==> config.mk <==
export PLATFORM = sky130hd
export DESIGN_NAME = alarm_match
export DESIGN_NICKNAME = d
export VERILOG_FILES = /design/src/rtl/alarm_match.sv
export SDC_FILE = /design/constraint.sdc
export NUM_CORES = 1
export LEC_CHECK = 0
export BUFFER_PORTS_ARGS = -buffer_cell sky130_fd_sc_hd__buf_4
export CAP_MARGIN = 20
export CORE_UTILIZATION = 53
export CTS_CLUSTER_DIAMETER = 100
export DETAILED_ROUTE_END_ITERATION = 10
export PLACE_DENSITY_LB_ADDON = 0.15
export SETUP_SLACK_MARGIN = 0.5
export SKIP_CTS_REPAIR_TIMING = 1
export SLEW_MARGIN = 15
export SYNTH_ARGS = -nofsm -noshare
export SYNTH_HDL_FRONTEND = slang
export SYNTH_SLANG_ARGS = --single-unit
==> constraint.sdc <==
create_clock -name clk -period 2.2 [get_ports clk]
set_input_delay 0.44 -clock clk [delete_from_list [all_inputs] [get_ports clk]]
set_output_delay 0.44 -clock clk [all_outputs]
set_load 0.05 [all_outputs]
==> src/rtl/alarm_match.sv <==
module alarm_match #(
  parameter int W = 8
) (
  input  logic         clk,
  input  logic         rst_n,
  input  logic         sec_tick,
  input  logic [W-1:0] cur_sec,
  input  logic [W-1:0] cur_min,
  input  logic [W-1:0] cur_hour,
  input  logic [W-1:0] cur_date,
  input  logic         wr_en,
  input  logic [1:0]   wr_sel,
  input  logic [W-1:0] wr_data,
  input  logic         wen_bit,
  input  logic         irq_en,
  input  logic         flag_rd,
  output logic         alarm_flag,
  output logic         alarm_irq
);
  localparam int V = W - 1;

  logic [W-1:0] a_sec, a_min, a_hr, a_date;
  logic wr_ok, hit;

  assign wr_ok = wr_en & wen_bit;

  always_ff @(posedge clk) begin
    if (!rst_n) begin
      a_sec  <= '0;
      a_min  <= '0;
      a_hr   <= '0;
      a_date <= '0;
    end else if (wr_ok) begin
      case (wr_sel)
        2'd0: a_sec  <= wr_data;
        2'd1: a_min  <= wr_data;
        2'd2: a_hr   <= wr_data;
        default: a_date <= wr_data;
      endcase
    end
  end

  assign hit = sec_tick
             & (a_sec[V-1:0] == cur_sec[V-1:0])
             & (a_min[V]  | (a_min[V-1:0]  == cur_min[V-1:0]))
             & (a_hr[V]   | (a_hr[V-1:0]   == cur_hour[V-1:0]))
             & (a_date[V] | (a_date[V-1:0] == cur_date[V-1:0]));

  always_ff @(posedge clk) begin
    if (!rst_n)       alarm_flag <= 1'b0;
    else if (hit)     alarm_flag <= 1'b1;
    else if (flag_rd) alarm_flag <= 1'b0;
  end

  assign alarm_irq = alarm_flag & irq_en;
endmodule


======== After elaboration in Yosys (flattened, before gate mapping) ========
Cells that the tools add are included.
word-level totals
  bits in read-only memories .............. 0
  memory bits (writable) .................. 0
  flip-flop bits (word level) ............. 32
  bits in latches ......................... 0
  logic and storage cells ................. 30
  output and inout bits ................... 2
  memories ................................ 0
  input bits .............................. 49
cells by class
  reductions and logical operators ........ 7
  $lt $le $gt $ge ......................... 0
  divide/modulo/power cells ............... 0
  shifts and indexed selects .............. 0
  mux-type cells .......................... 2
  add/sub/neg operators ................... 0
  bitwise gates (word level) .............. 10
  equality and inequality tests ........... 6
  multipliers ............................. 0
operators by type and width
  operator              number
  $eq A7 B7 Y1          4
  $reduce_and A2 Y1     4
  $and A1 B1 Y1         6
  $or A1 B1 Y1          3
  $reduce_or A3 Y1      1
  $eq A2 B1 Y1 const B  1
  $eq A2 B2 Y1 const B  1
  $logic_not A2 Y1      1
  $mux W1               2
  $reduce_bool A2 Y1    1
  $not A1 Y1            1

======== Depth between registers and ports, before layout ========
Gate-level depths: netlist (run 1).
  depth in word-level cells ............... 6
  depth in mapped cells ................... 5
  depth with buffers taken out ............ 5

======== Worst setup path before layout (run 1) ========
Ideal clock, no wire load.
  kind .................................... register to output
  start ................................... reg alarm_flag
  end ..................................... out alarm_irq
  cell stages (with the launch flop) ...... 2
  data required time ...................... 1760 ps
  arrival ................................. 1128 ps
  buffers on the path ..................... 0
  setup slack ............................. 632 ps
  cells stage by stage .................... dfxtp_1 -> and2_1
on the way
  longest elaborated chain between the ends .. 1
RTL lines
  what                    line  text
  from (decl)             17    output logic alarm_flag,
  from (signal assigned)  50    if (!rst_n) alarm_flag <= 1'b0;
  from (signal assigned)  51    else if (hit) alarm_flag <= 1'b1;
  from (signal assigned)  52    else if (flag_rd) alarm_flag <= 1'b0;
  $and A1 B1 Y1           55    assign alarm_irq = alarm_flag & irq_en;
  to (decl)               18    output logic alarm_irq
No other way between the ends.

======== Worst setup path in the final report (run 1) ========
Same ends and word-level chain as after synthesis.

==> results of run 1 <==
-- power groups by stage --
stage | Sequential, W | Clock (W) | Combinational (W)
after floorplan | 0.000610 | 0 | 0.0000704
after global placement | 0.000611 | 0 | 0.000154
after detailed placement | 0.000612 | 0 | 0.000159
after CTS | 0.000599 | 0.000310 | 0.000159
after global routing | 0.000600 | 0.000338 | 0.000172
final | 0.000599 | 0.000306 | 0.000158
-- worst min-delay path: cells and delay by family --
| family | cells | cell delay (ns) |
|---|---|---|
| buffers and inverters | 1 | 0.07 |
| and+or+nand+nor | 1 | 0.08 |
| AOI/OAI and AO/OA | 1 | 0.06 |
-- cell type report --
type | instances | area (µm²) | area share
Multi-Input combinational cell | 137 | 887 | 0.452
Sequential cell | 32 | 641 | 0.326
Timing Repair Buffer | 46 | 345 | 0.176
Clock buffer | 6 | 41.3 | 0.0210
Tap cell | 31 | 38.8 | 0.0197
Inverter | 1 | 6.26 | 0.00318
Clock inverter | 1 | 5.00 | 0.00255
-- metal layers --
layer  vias up  wire [µm]  share of wire
met2        41       1710           0.51
met4         0         37          0.011
li1        681          -              -
met1       612       1370           0.41
met5         -          0              0
met3         5        212          0.064
-- synthesized netlist by cell type --
cell and number:
sky130_fd_sc_hd__or3_1 1, sky130_fd_sc_hd__nand2_1 49, sky130_fd_sc_hd__nor2_4 2, sky130_fd_sc_hd__xor2_1 11, sky130_fd_sc_hd__nor3_4 2, sky130_fd_sc_hd__nand3_1 2, sky130_fd_sc_hd__dfxtp_1 32, sky130_fd_sc_hd__and2_1 1
sky130_fd_sc_hd__nand3b_1 1, sky130_fd_sc_hd__xnor2_1 17, sky130_fd_sc_hd__a21boi_0 16, sky130_fd_sc_hd__nand2b_1 1, sky130_fd_sc_hd__nor2b_1 7, sky130_fd_sc_hd__buf_2 1, sky130_fd_sc_hd__nor4_1 4, sky130_fd_sc_hd__clkbuf_1 3
sky130_fd_sc_hd__a21boi_1 8, sky130_fd_sc_hd__o21ai_0 2, sky130_fd_sc_hd__inv_4 1, sky130_fd_sc_hd__buf_6 1, sky130_fd_sc_hd__nand4_1 5, sky130_fd_sc_hd__mux2i_1 7, sky130_fd_sc_hd__o22ai_1 1
-- through the flow --
stage,instances,hold WS (ns)
detailed placement,247,0.461
CTS,254,0.368
global route,254,0.370
global placement,247,0.448
finish,254,0.377
floorplan,175,0.435
-- registers in the layout, summed over array words and instances (netlist names) --
name	cells
a_hr	8
alarm_flag	1
a_min	8
a_sec	7
a_date	8
-- cells by family after synthesis --
family	count (synthesis)	share of synthesized area
multiplexers	7	0.0449
AO/OA/AOI/OAI	27	0.126
AND/OR/NAND/NOR	75	0.240
buffers and inverters	6	0.0216
XOR/XNOR	28	0.157
flip-flops	32	0.410
-- worst max-delay path by stage --
stage / startpoint / endpoint / slack, ns
2_1_floorplan: alarm_flag / alarm_irq / 0.63
3_3_place_gp: rst_n / alarm_flag / 0.66
3_5_place_dp: wr_sel[1] / a_hr[2] / 0.68
4_1_cts: alarm_flag / alarm_irq / 0.76
5_1_grt: alarm_flag / alarm_irq / 0.70
6_report: alarm_flag / alarm_irq / 0.77
-- cells in the final DEF, fill, tap and decap left out --
master,count
sky130_fd_sc_hd__xor2_1,11
sky130_fd_sc_hd__xnor2_1,17
sky130_fd_sc_hd__nand2_1,49
sky130_fd_sc_hd__clkinv_2,1
sky130_fd_sc_hd__nand3_1,2
sky130_fd_sc_hd__nand2b_1,1
sky130_fd_sc_hd__dfxtp_1,32
sky130_fd_sc_hd__clkbuf_4,5
sky130_fd_sc_hd__and2_1,1
sky130_fd_sc_hd__nor2_4,2
sky130_fd_sc_hd__buf_4,46
sky130_fd_sc_hd__nand3b_1,1
sky130_fd_sc_hd__o21ai_0,2
sky130_fd_sc_hd__nand4_1,5
sky130_fd_sc_hd__a21boi_0,16
sky130_fd_sc_hd__nor3_4,2
sky130_fd_sc_hd__nor2b_1,7
sky130_fd_sc_hd__nor4_1,4
sky130_fd_sc_hd__a21boi_1,8
sky130_fd_sc_hd__inv_4,1
sky130_fd_sc_hd__clkbuf_1,1
sky130_fd_sc_hd__or3_1,1
sky130_fd_sc_hd__mux2i_1,7
sky130_fd_sc_hd__o22ai_1,1
==> flow_metrics.env, run 1 <==
export IMPL_min_delay_path_class="primary input to flop"
export IMPL_utilization=0.706
export IMPL_antenna_diode_count=0
export IMPL_finalWorstSetupSlack_ns=0.774
export IMPL_global_route_usage_met1=0.267
export IMPL_wl_per_cell_um=13.1
export IMPL_timing_critical_path_required_ns=1.76
export IMPL_worstSkewPairLatency_ns=0.32
export IMPL_clock_slew_seen_by_the_registers_of_the_worst_setup_and_hold_paths_ns=0.10
export IMPL_crit_path_start_kind="flop"
export IMPL_floorplan_rows=19
export IMPL_clock_tree_from_tritoncts="built"
export IMPL_run_status="complete, no violations"
export IMPL_final_fill_count=219
export IMPL_timing_worst_slew_pin_value_ns=0.446
export IMPL_timing_max_transition_violations_final=0
export IMPL_syn_area_um2=1560
export IMPL_global_route_overflow_total=0
export IMPL_critPathMaxStageDelay_ns=0.35
export IMPL_route_detailed_vias_per_inst=5.27
export IMPL_vert_die_dim_um=56.3
export IMPL_grt_first_pass_wirelength_um=5600
export IMPL_hold_viol_final=0
export IMPL_warnings_from_yosys=0
export IMPL_max_cap_viol_count=0
export IMPL_total_of_buffers_placed_on_input_and_output_ports=46
export IMPL_design_power_total_w=0.00106
export IMPL_timing_critical_path_to_type="output port"
export IMPL_vias=1339
export IMPL_die_area_um2=3170
export IMPL_worst_r2r_endpoint="alarm_flag"
export IMPL_r2r_slack_ns=0.99
export IMPL_hp_start="flag_rd"
export IMPL_route_final_wire_length_um=3330
export IMPL_pre_cts_slack_ns=0.677
export IMPL_flow_area_growth_from_synthesis_pct=25.8
export IMPL_initial_core_util=0.561
export IMPL_critical_path_peak_fanout=3
export IMPL_worstHoldEndpoint="alarm_flag"
export IMPL_worstPathBufferInverterCount=1
export IMPL_layout_worst_path_cycle_share=0.648
export IMPL_fmax_mhz=701
export IMPL_fp_coreArea_um2=2780
export IMPL_worstSetupPathType="flop to output port"
export IMPL_timing_clock_skew_ns=0.00874
export IMPL_reg2reg_from="a_sec[6]"
export IMPL_synth_cells=175
export IMPL_nets=272
export IMPL_power_leakage_nw=0.740
export IMPL_critPathArrivalTime_ns=0.99
export IMPL_slew_limit_headroom=0.702
export IMPL_grt_pass1_vias=1339
export IMPL_max_vdd_ir_drop_mv=0.412
export IMPL_power_density_nw_per_um2=541
export IMPL_switching_share=0.248
export IMPL_grt_total_usage=0.232
export IMPL_r2r_cells=5
export IMPL_critical_path_cell_chain="and2_1 > buf_4"
export IMPL_globalRouteMet3Util=0.0553
export IMPL_synth_largest_area_cell="sky130_fd_sc_hd__dfxtp_1"
export IMPL_finish_instance_area_um2=1960
export IMPL_drc_errors=0
export IMPL_totalNegativeSetupSlack_ns=0
export IMPL_synth_top_area_frac=0.410
export IMPL_clock_root_buffer="sky130_fd_sc_hd__clkbuf_4"
export IMPL_cts_path_max_buffers=2
export IMPL_clkPwrFrac=0.288
export IMPL_timing_critical_path_slowest_stage_cell="sky130_fd_sc_hd__dfxtp_1"
export IMPL_cts_htree_levels=2
export IMPL_cts_inserted_buffers=5
export IMPL_global_route_usage_met2=0.410
export IMPL_fin_crit_ns=1.43
export IMPL_placed_area_um2=1920
export IMPL_share_of_layout_cells_above_drive_strength_1=0.256
export IMPL_setup_repair_after_global_routing_missed_its_margin="no"
export IMPL_yosys_cell_types_count=23
export IMPL_syn_num_nets=224
export IMPL_detailed_place_hpwl_um=2520
export IMPL_worst_path_stages=2
export IMPL_largest_net_degree_at_the_start_of_global_routing=34
export IMPL_share_seq_of_total_power=0.563
export IMPL_crit_family="flip-flops"
export IMPL_detail_route_first_pass_iterations=4
export IMPL_ios=51
export IMPL_number_of_antenna_violations_at_the_first_check_in_global_routing=0
export IMPL_drt_iter0_markers=24
export IMPL_most_crowded_layer_gr="met2"
export IMPL_timing_hold_worst_path_depth=3
export IMPL_ant_nets=0
export IMPL_routabilityCongestion=0.774
export IMPL_ys_ff_latch=32
export IMPL_internal_power_w=0.000799
export IMPL_cts_sinks=32
export IMPL_synth_area_top_cells="sky130_fd_sc_hd__dfxtp_1 (41%), sky130_fd_sc_hd__nand2_1 (12%), sky130_fd_sc_hd__xnor2_1 (9.5%)"
export IMPL_comb_power_share=0.149
export IMPL_finalSetupViolations=0
export IMPL_dieWidth_um=56.3
export IMPL_power_switching_w=0.000264
export IMPL_part_of_the_yosys_area_used_for_sequential_elements=0.410
export IMPL_avgSynthCellArea_um2=8.92
Power figures use the tool's default switching activity.
==> inputs of run 2 (changes only) <==
CORE_UTILIZATION = 50   (was 53)
clock period = 1.5 ns   (was 2.2 ns; I/O delays follow)
==> run 2 against run 1 <==
Against the previous run:
- the run now ends with design-rule violations left
- power up 48%
- sequential power increased by 47%
- register-to-register slack worse by 0.66 ns
- worst setup slack lost 0.52 ns
- sequential cell count is the same
- clock-buffer cell count unchanged
- first-iteration DRC count fell by 25%
- core utilization rose by 0.87 points
- critical path depth unchanged
- design area increased by 3.8%
- die area up 5.8%
- wire length up 5.9%
- largest cell class unchanged
==> flow_metrics.env, run 2 (same netlist as run 1, synthesis figures left out) <==
export IMPL_total_of_buffers_placed_on_input_and_output_ports=46
export IMPL_finalSetupViolations=0
export IMPL_layout_cells_most_common_list="sky130_fd_sc_hd__nand2_1 (48), sky130_fd_sc_hd__buf_4 (47), sky130_fd_sc_hd__dfxtp_1 (30), sky130_fd_sc_hd__xnor2_1 (17), sky130_fd_sc_hd__a21boi_0 (16)"
export IMPL_timing_critical_path_to_type="output port"
export IMPL_global_route_overflow_total=0
export IMPL_timing_worst_slew_pin_value_ns=0.332
export IMPL_clock_slew_seen_by_the_registers_of_the_worst_setup_and_hold_paths_ns=0.09
export IMPL_most_common_library_cell_in_the_layout_ignoring_fill_and_taps="sky130_fd_sc_hd__nand2_1"
export IMPL_slew_limit_headroom=0.778
export IMPL_detail_route_first_pass_iterations=7
export IMPL_violated_checks="design-rule violations"
export IMPL_setup_repair_after_global_routing_missed_its_margin="yes"
export IMPL_grt_total_usage=0.228
export IMPL_cts_sinks=32
export IMPL_totalNegativeSetupSlack_ns=0
export IMPL_final_fill_count=238
export IMPL_grt_pass1_vias=1277
export IMPL_fin_crit_ns=1.25
export IMPL_r2r_slack_ns=0.33
export IMPL_internal_power_w=0.00118
export IMPL_max_cap_viol_count=0
export IMPL_nets=274
export IMPL_route_detailed_vias_per_inst=5.23
export IMPL_drc_errors=6
export IMPL_hold_viol_final=0
export IMPL_grt_first_pass_wirelength_um=5510
export IMPL_comb_power_share=0.159
export IMPL_route_final_wire_length_um=3520
export IMPL_timing_hold_worst_path_depth=3
export IMPL_floorplan_rows=19
export IMPL_timing_critical_path_required_ns=1.20
export IMPL_crit_path_start_kind="flop"
export IMPL_flow_area_growth_from_synthesis_pct=30.6
export IMPL_worst_r2r_endpoint="alarm_flag"
export IMPL_clock_tree_from_tritoncts="built"
export IMPL_cts_path_max_buffers=2
export IMPL_die_area_um2=3350
export IMPL_clock_root_buffer="sky130_fd_sc_hd__clkbuf_4"
export IMPL_cts_inserted_buffers=5
export IMPL_detailed_place_hpwl_um=2690
export IMPL_power_switching_w=0.000399
export IMPL_power_leakage_nw=0.759
export IMPL_routabilityCongestion=0.780
export IMPL_vias=1338
export IMPL_worstHoldEndpoint="alarm_flag"
export IMPL_switching_share=0.253
export IMPL_timing_max_transition_violations_final=0
export IMPL_initial_core_util=0.547
export IMPL_fp_coreArea_um2=2850
export IMPL_reg2reg_from="a_min[1]"
export IMPL_largest_net_degree_at_the_start_of_global_routing=33
export IMPL_power_density_nw_per_um2=773
export IMPL_number_of_antenna_violations_at_the_first_check_in_global_routing=0
export IMPL_worstSkewPairLatency_ns=0.33
export IMPL_run_status="complete, but fails checks"
export IMPL_worstSetupPathType="flop to output port"
export IMPL_critical_path_peak_fanout=3
export IMPL_ios=51
export IMPL_share_of_layout_cells_above_drive_strength_1=0.302
export IMPL_dieWidth_um=57.9
export IMPL_largestRegisters="a_date x8, a_hr x8, a_min x8"
export IMPL_cts_htree_levels=2
export IMPL_antenna_diode_count=0
export IMPL_drt_iter0_markers=18
export IMPL_fmax_mhz=802
export IMPL_share_seq_of_total_power=0.557
export IMPL_design_power_total_w=0.00158
export IMPL_layout_worst_path_cycle_share=0.831
export IMPL_timing_clock_skew_ns=0.00431
export IMPL_wl_per_cell_um=13.8
export IMPL_ant_nets=0
export IMPL_min_delay_path_class="primary input to flop"
export IMPL_r2r_cells=5
export IMPL_vert_die_dim_um=57.9
export IMPL_max_vdd_ir_drop_mv=0.564
export IMPL_critPathArrivalTime_ns=0.95
export IMPL_hp_start="flag_rd"
export IMPL_clkPwrFrac=0.285
==> run 2: cell type report <==
type / instances / area, µm² / area share
clock inverters: 1 / 5.00 / 0.00245
repair buffers: 48 / 368 / 0.180
clock buffers: 6 / 41.3 / 0.0202
inverters: 1 / 11.3 / 0.00552
multi-input cells: 137 / 932 / 0.457
flip-flops and latches: 32 / 643 / 0.315
well taps: 31 / 38.8 / 0.0190
==> run 2: power by group through the flow <==
stage / Sequential (W) / Clock [W] / Combinational [W]
after floorplan: 0.000895 / 0 / 0.000107
after global placement: 0.000897 / 0 / 0.000239
after detailed placement: 0.000898 / 0 / 0.000247
after CTS: 0.000878 / 0.000466 / 0.000248
after global routing: 0.000880 / 0.000494 / 0.000269
final: 0.000878 / 0.000449 / 0.000250
==> run 2: how the worst max path moves through the flow <==
stage	from	end	slack [ns]	cells past startpoint
2_1_floorplan	wr_en	a_sec[0]	0.42	4
3_3_place_gp	cur_sec[2]	alarm_flag	0.19	6
3_5_place_dp	cur_sec[2]	alarm_flag	0.18	6
4_1_cts	alarm_flag	alarm_irq	0.20	2
5_1_grt	alarm_flag	alarm_irq	0.22	2
6_report	alarm_flag	alarm_irq	0.25	2
==> run 2: metal layers <==
metal	wire length, µm	GRT usage	vias to the layer above
met4	42	0.112	0
met2	1770	0.389	37
met1	1540	0.268	614
li1	-	-	682
met5	0	0	-
met3	169	0.0513	5
==> run 2: metrics by stage <==
stage | area [µm²] | worst slack (ns) | util | std cells | hold WS, ns
finish | 2040 | 0.253 | 0.715 | 256 | 0.224
global route | 2040 | 0.218 | 0.715 | 256 | 0.221
CTS | 2010 | 0.201 | 0.704 | 256 | 0.212
detailed placement | 1960 | 0.182 | 0.688 | 249 | 0.462
global placement | 1960 | 0.187 | 0.688 | 249 | 0.451
floorplan | 1590 | 0.422 | - | 175 | 0.435
==> run 2: worst max-delay path: stages (launching register included) <==
cell	delay [ns]
sky130_fd_sc_hd__dfxtp_2	0.34
sky130_fd_sc_hd__and2_4	0.14
sky130_fd_sc_hd__buf_8	0.13
==> inputs of run 3 (changes only) <==
CORE_UTILIZATION = 45   (was 50)
clock period = 1.1 ns   (was 1.5 ns; I/O delays follow)
==> run 3 against run 2 <==
Against the previous run:
- the run ends with negative setup slack left
- clock-buffer cell count increased by 2
- global-route usage increased by 0.78 points
- critical endpoint unchanged
- first-iteration DRC count increased by 78%
- worst setup slack got worse by 0.35 ns
- cell count grew 10%
- wire length grew 10%
- highest routed layer unchanged
- clock power increased by 58%
- register-to-register slack got worse by 0.41 ns
- die area increased by 11%
- combinational power grew 61%
- sequential power increased by 37%
==> flow_metrics.env, run 3 (same netlist as run 1, synthesis figures left out) <==
export IMPL_layout_worst_path_cycle_share=1.08
export IMPL_ios=51
export IMPL_drc_errors=0
export IMPL_most_common_library_cell_in_the_layout_ignoring_fill_and_taps="sky130_fd_sc_hd__buf_4"
export IMPL_timing_critical_path_required_ns=0.88
export IMPL_grt_total_usage=0.235
export IMPL_total_of_buffers_placed_on_input_and_output_ports=46
export IMPL_power_leakage_nw=0.853
export IMPL_route_final_wire_length_um=3880
export IMPL_finalSetupViolations=2
export IMPL_register_area_um2=648
export IMPL_cts_inserted_buffers=5
export IMPL_slew_limit_headroom=0.807
export IMPL_worstSetupPathType="flop to output port"
export IMPL_antenna_diode_count=0
export IMPL_largest_net_degree_at_the_start_of_global_routing=18
export IMPL_fmax_mhz=839
export IMPL_timing_critical_path_slowest_stage_cell="sky130_fd_sc_hd__dfxtp_2"
export IMPL_timing_hold_worst_path_depth=3
export IMPL_run_status="complete, but fails checks"
export IMPL_reg2reg_from="a_min[2]"
export IMPL_global_route_overflow_total=0
export IMPL_multi_input_comb_area_um2=981
export IMPL_finish_instance_area_um2=2260
export IMPL_critical_path_cell_chain="and2_4 > buf_8"
export IMPL_max_vdd_ir_drop_mv=0.773
export IMPL_violated_checks="negative setup slack"
export IMPL_grt_pass1_vias=1389
export IMPL_detail_route_first_pass_iterations=4
export IMPL_cts_htree_levels=2
export IMPL_design_power_total_w=0.00231
export IMPL_hp_start="flag_rd"
export IMPL_vias=1405
export IMPL_wl_per_cell_um=13.8
export IMPL_routabilityCongestion=0.732
export IMPL_worst_r2r_endpoint="alarm_flag"
export IMPL_largestRegisters="a_date x8, a_hr x8, a_min x8"
export IMPL_die_area_um2=3710
export IMPL_nets=284
export IMPL_share_of_layout_cells_above_drive_strength_1=0.390
export IMPL_flow_area_growth_from_synthesis_pct=44.6
export IMPL_cts_path_max_buffers=2
export IMPL_layout_cells_most_common_list="sky130_fd_sc_hd__buf_4 (47), sky130_fd_sc_hd__nand2_1 (44), sky130_fd_sc_hd__dfxtp_1 (26), sky130_fd_sc_hd__a21boi_1 (20), sky130_fd_sc_hd__xnor2_1 (17)"
export IMPL_totalNegativeSetupSlack_ns=-0.172
export IMPL_timing_max_transition_violations_final=0
export IMPL_timing_worst_slew_pin_value_ns=0.287
export IMPL_clock_root_buffer="sky130_fd_sc_hd__clkbuf_4"
export IMPL_placed_area_um2=2090
export IMPL_initial_core_util=0.468
export IMPL_timing_clock_skew_ns=0.00646
export IMPL_detailed_place_hpwl_um=2870
export IMPL_dieWidth_um=60.9
export IMPL_power_density_nw_per_um2=1020
export IMPL_r2r_slack_ns=-0.08
export IMPL_floorplan_rows=21
export IMPL_cts_sinks=32
export IMPL_critPathMaxStageDelay_ns=0.36
export IMPL_grt_first_pass_wirelength_um=6150
export IMPL_min_delay_path_class="primary input to flop"
export IMPL_drt_iter0_markers=32
export IMPL_finalWorstSetupSlack_ns=-0.0924
export IMPL_max_cap_viol_count=0
export IMPL_vert_die_dim_um=60.9
export IMPL_holdWs_ns=0.147
export IMPL_hold_viol_final=0
export IMPL_setup_repair_after_global_routing_missed_its_margin="yes"
export IMPL_critPathArrivalTime_ns=0.97
export IMPL_timing_critical_path_to_type="output port"
export IMPL_worstHoldEndpoint="alarm_flag"
export IMPL_r2r_cells=5
export IMPL_crit_path_start_kind="flop"
export IMPL_fp_coreArea_um2=3340
export IMPL_number_of_antenna_violations_at_the_first_check_in_global_routing=0
export IMPL_clock_slew_seen_by_the_registers_of_the_worst_setup_and_hold_paths_ns=0.10
export IMPL_clock_tree_from_tritoncts="built"
export IMPL_fin_crit_ns=1.19
export IMPL_pre_cts_slack_ns=-0.160
export IMPL_ant_nets=0
export IMPL_critical_path_peak_fanout=3
export IMPL_final_fill_count=286
export IMPL_worstSkewPairLatency_ns=0.33
export IMPL_route_detailed_vias_per_inst=4.98
run 3: cell count changes in the layout (fill, tap and decap cells not counted), moves of 3 or more:
cell                       delta
sky130_fd_sc_hd__a21boi_0    -16
sky130_fd_sc_hd__a21boi_1    +12
sky130_fd_sc_hd__a21boi_2     +4
sky130_fd_sc_hd__buf_6        +6
sky130_fd_sc_hd__buf_8        +3
sky130_fd_sc_hd__dfxtp_1      -4
sky130_fd_sc_hd__dfxtp_2      +4
sky130_fd_sc_hd__nand2_1      -4
sky130_fd_sc_hd__nand2_2      +4
run 3: per-layer routing:
layer,up-vias,track usage,part of all wire
met2,40,0.421,0.52
met5,-,0,0
met3,8,0.0490,0.046
li1,705,-,-
met1,652,0.276,0.42
met4,0,0.0877,0.016
run 3: worst max-delay path by stage:
stage	startpoint	endpoint	slack (ns)	depth (start not counted)
floorplan	a_sec[0]	alarm_flag	0.08	5
global placement	cur_sec[0]	alarm_flag	-0.13	6
detailed placement	cur_sec[1]	alarm_flag	-0.16	6
CTS	a_sec[1]	alarm_flag	-0.14	5
global route	a_hr[4]	alarm_flag	-0.17	5
finish	alarm_flag	alarm_irq	-0.09	2
run 3: power breakdown:
group,internal [W],switching (W),total (W)
Clock,0.000315,0.000394,0.000709
Combinational,0.000235,0.000168,0.000403
Sequential,0.00118,0.0000159,0.00120
run 3: layout make-up:
type                            count  share of cell area
Clock buffer                        8              0.0261
Inverter                            1             0.00499
Multi-Input combinational cell    137               0.435
Sequential cell                    32               0.287
Tap cell                           46              0.0255
Timing Repair Buffer               58               0.222
run 3: critical path, delay by kind of cell, from the launching register on:
kind                   cells  cell delay, ns
AND/OR/NAND/NOR            1            0.15
flip-flops                 1            0.36
buffers and inverters      1            0.13
run 3: metrics by stage:
step / cells / utilization
2_1_floorplan: 175 / -
3_3_place_gp: 274 / 0.626
3_5_place_dp: 274 / 0.626
4_1_cts: 282 / 0.644
5_1_grt: 282 / 0.676
6_report: 282 / 0.676
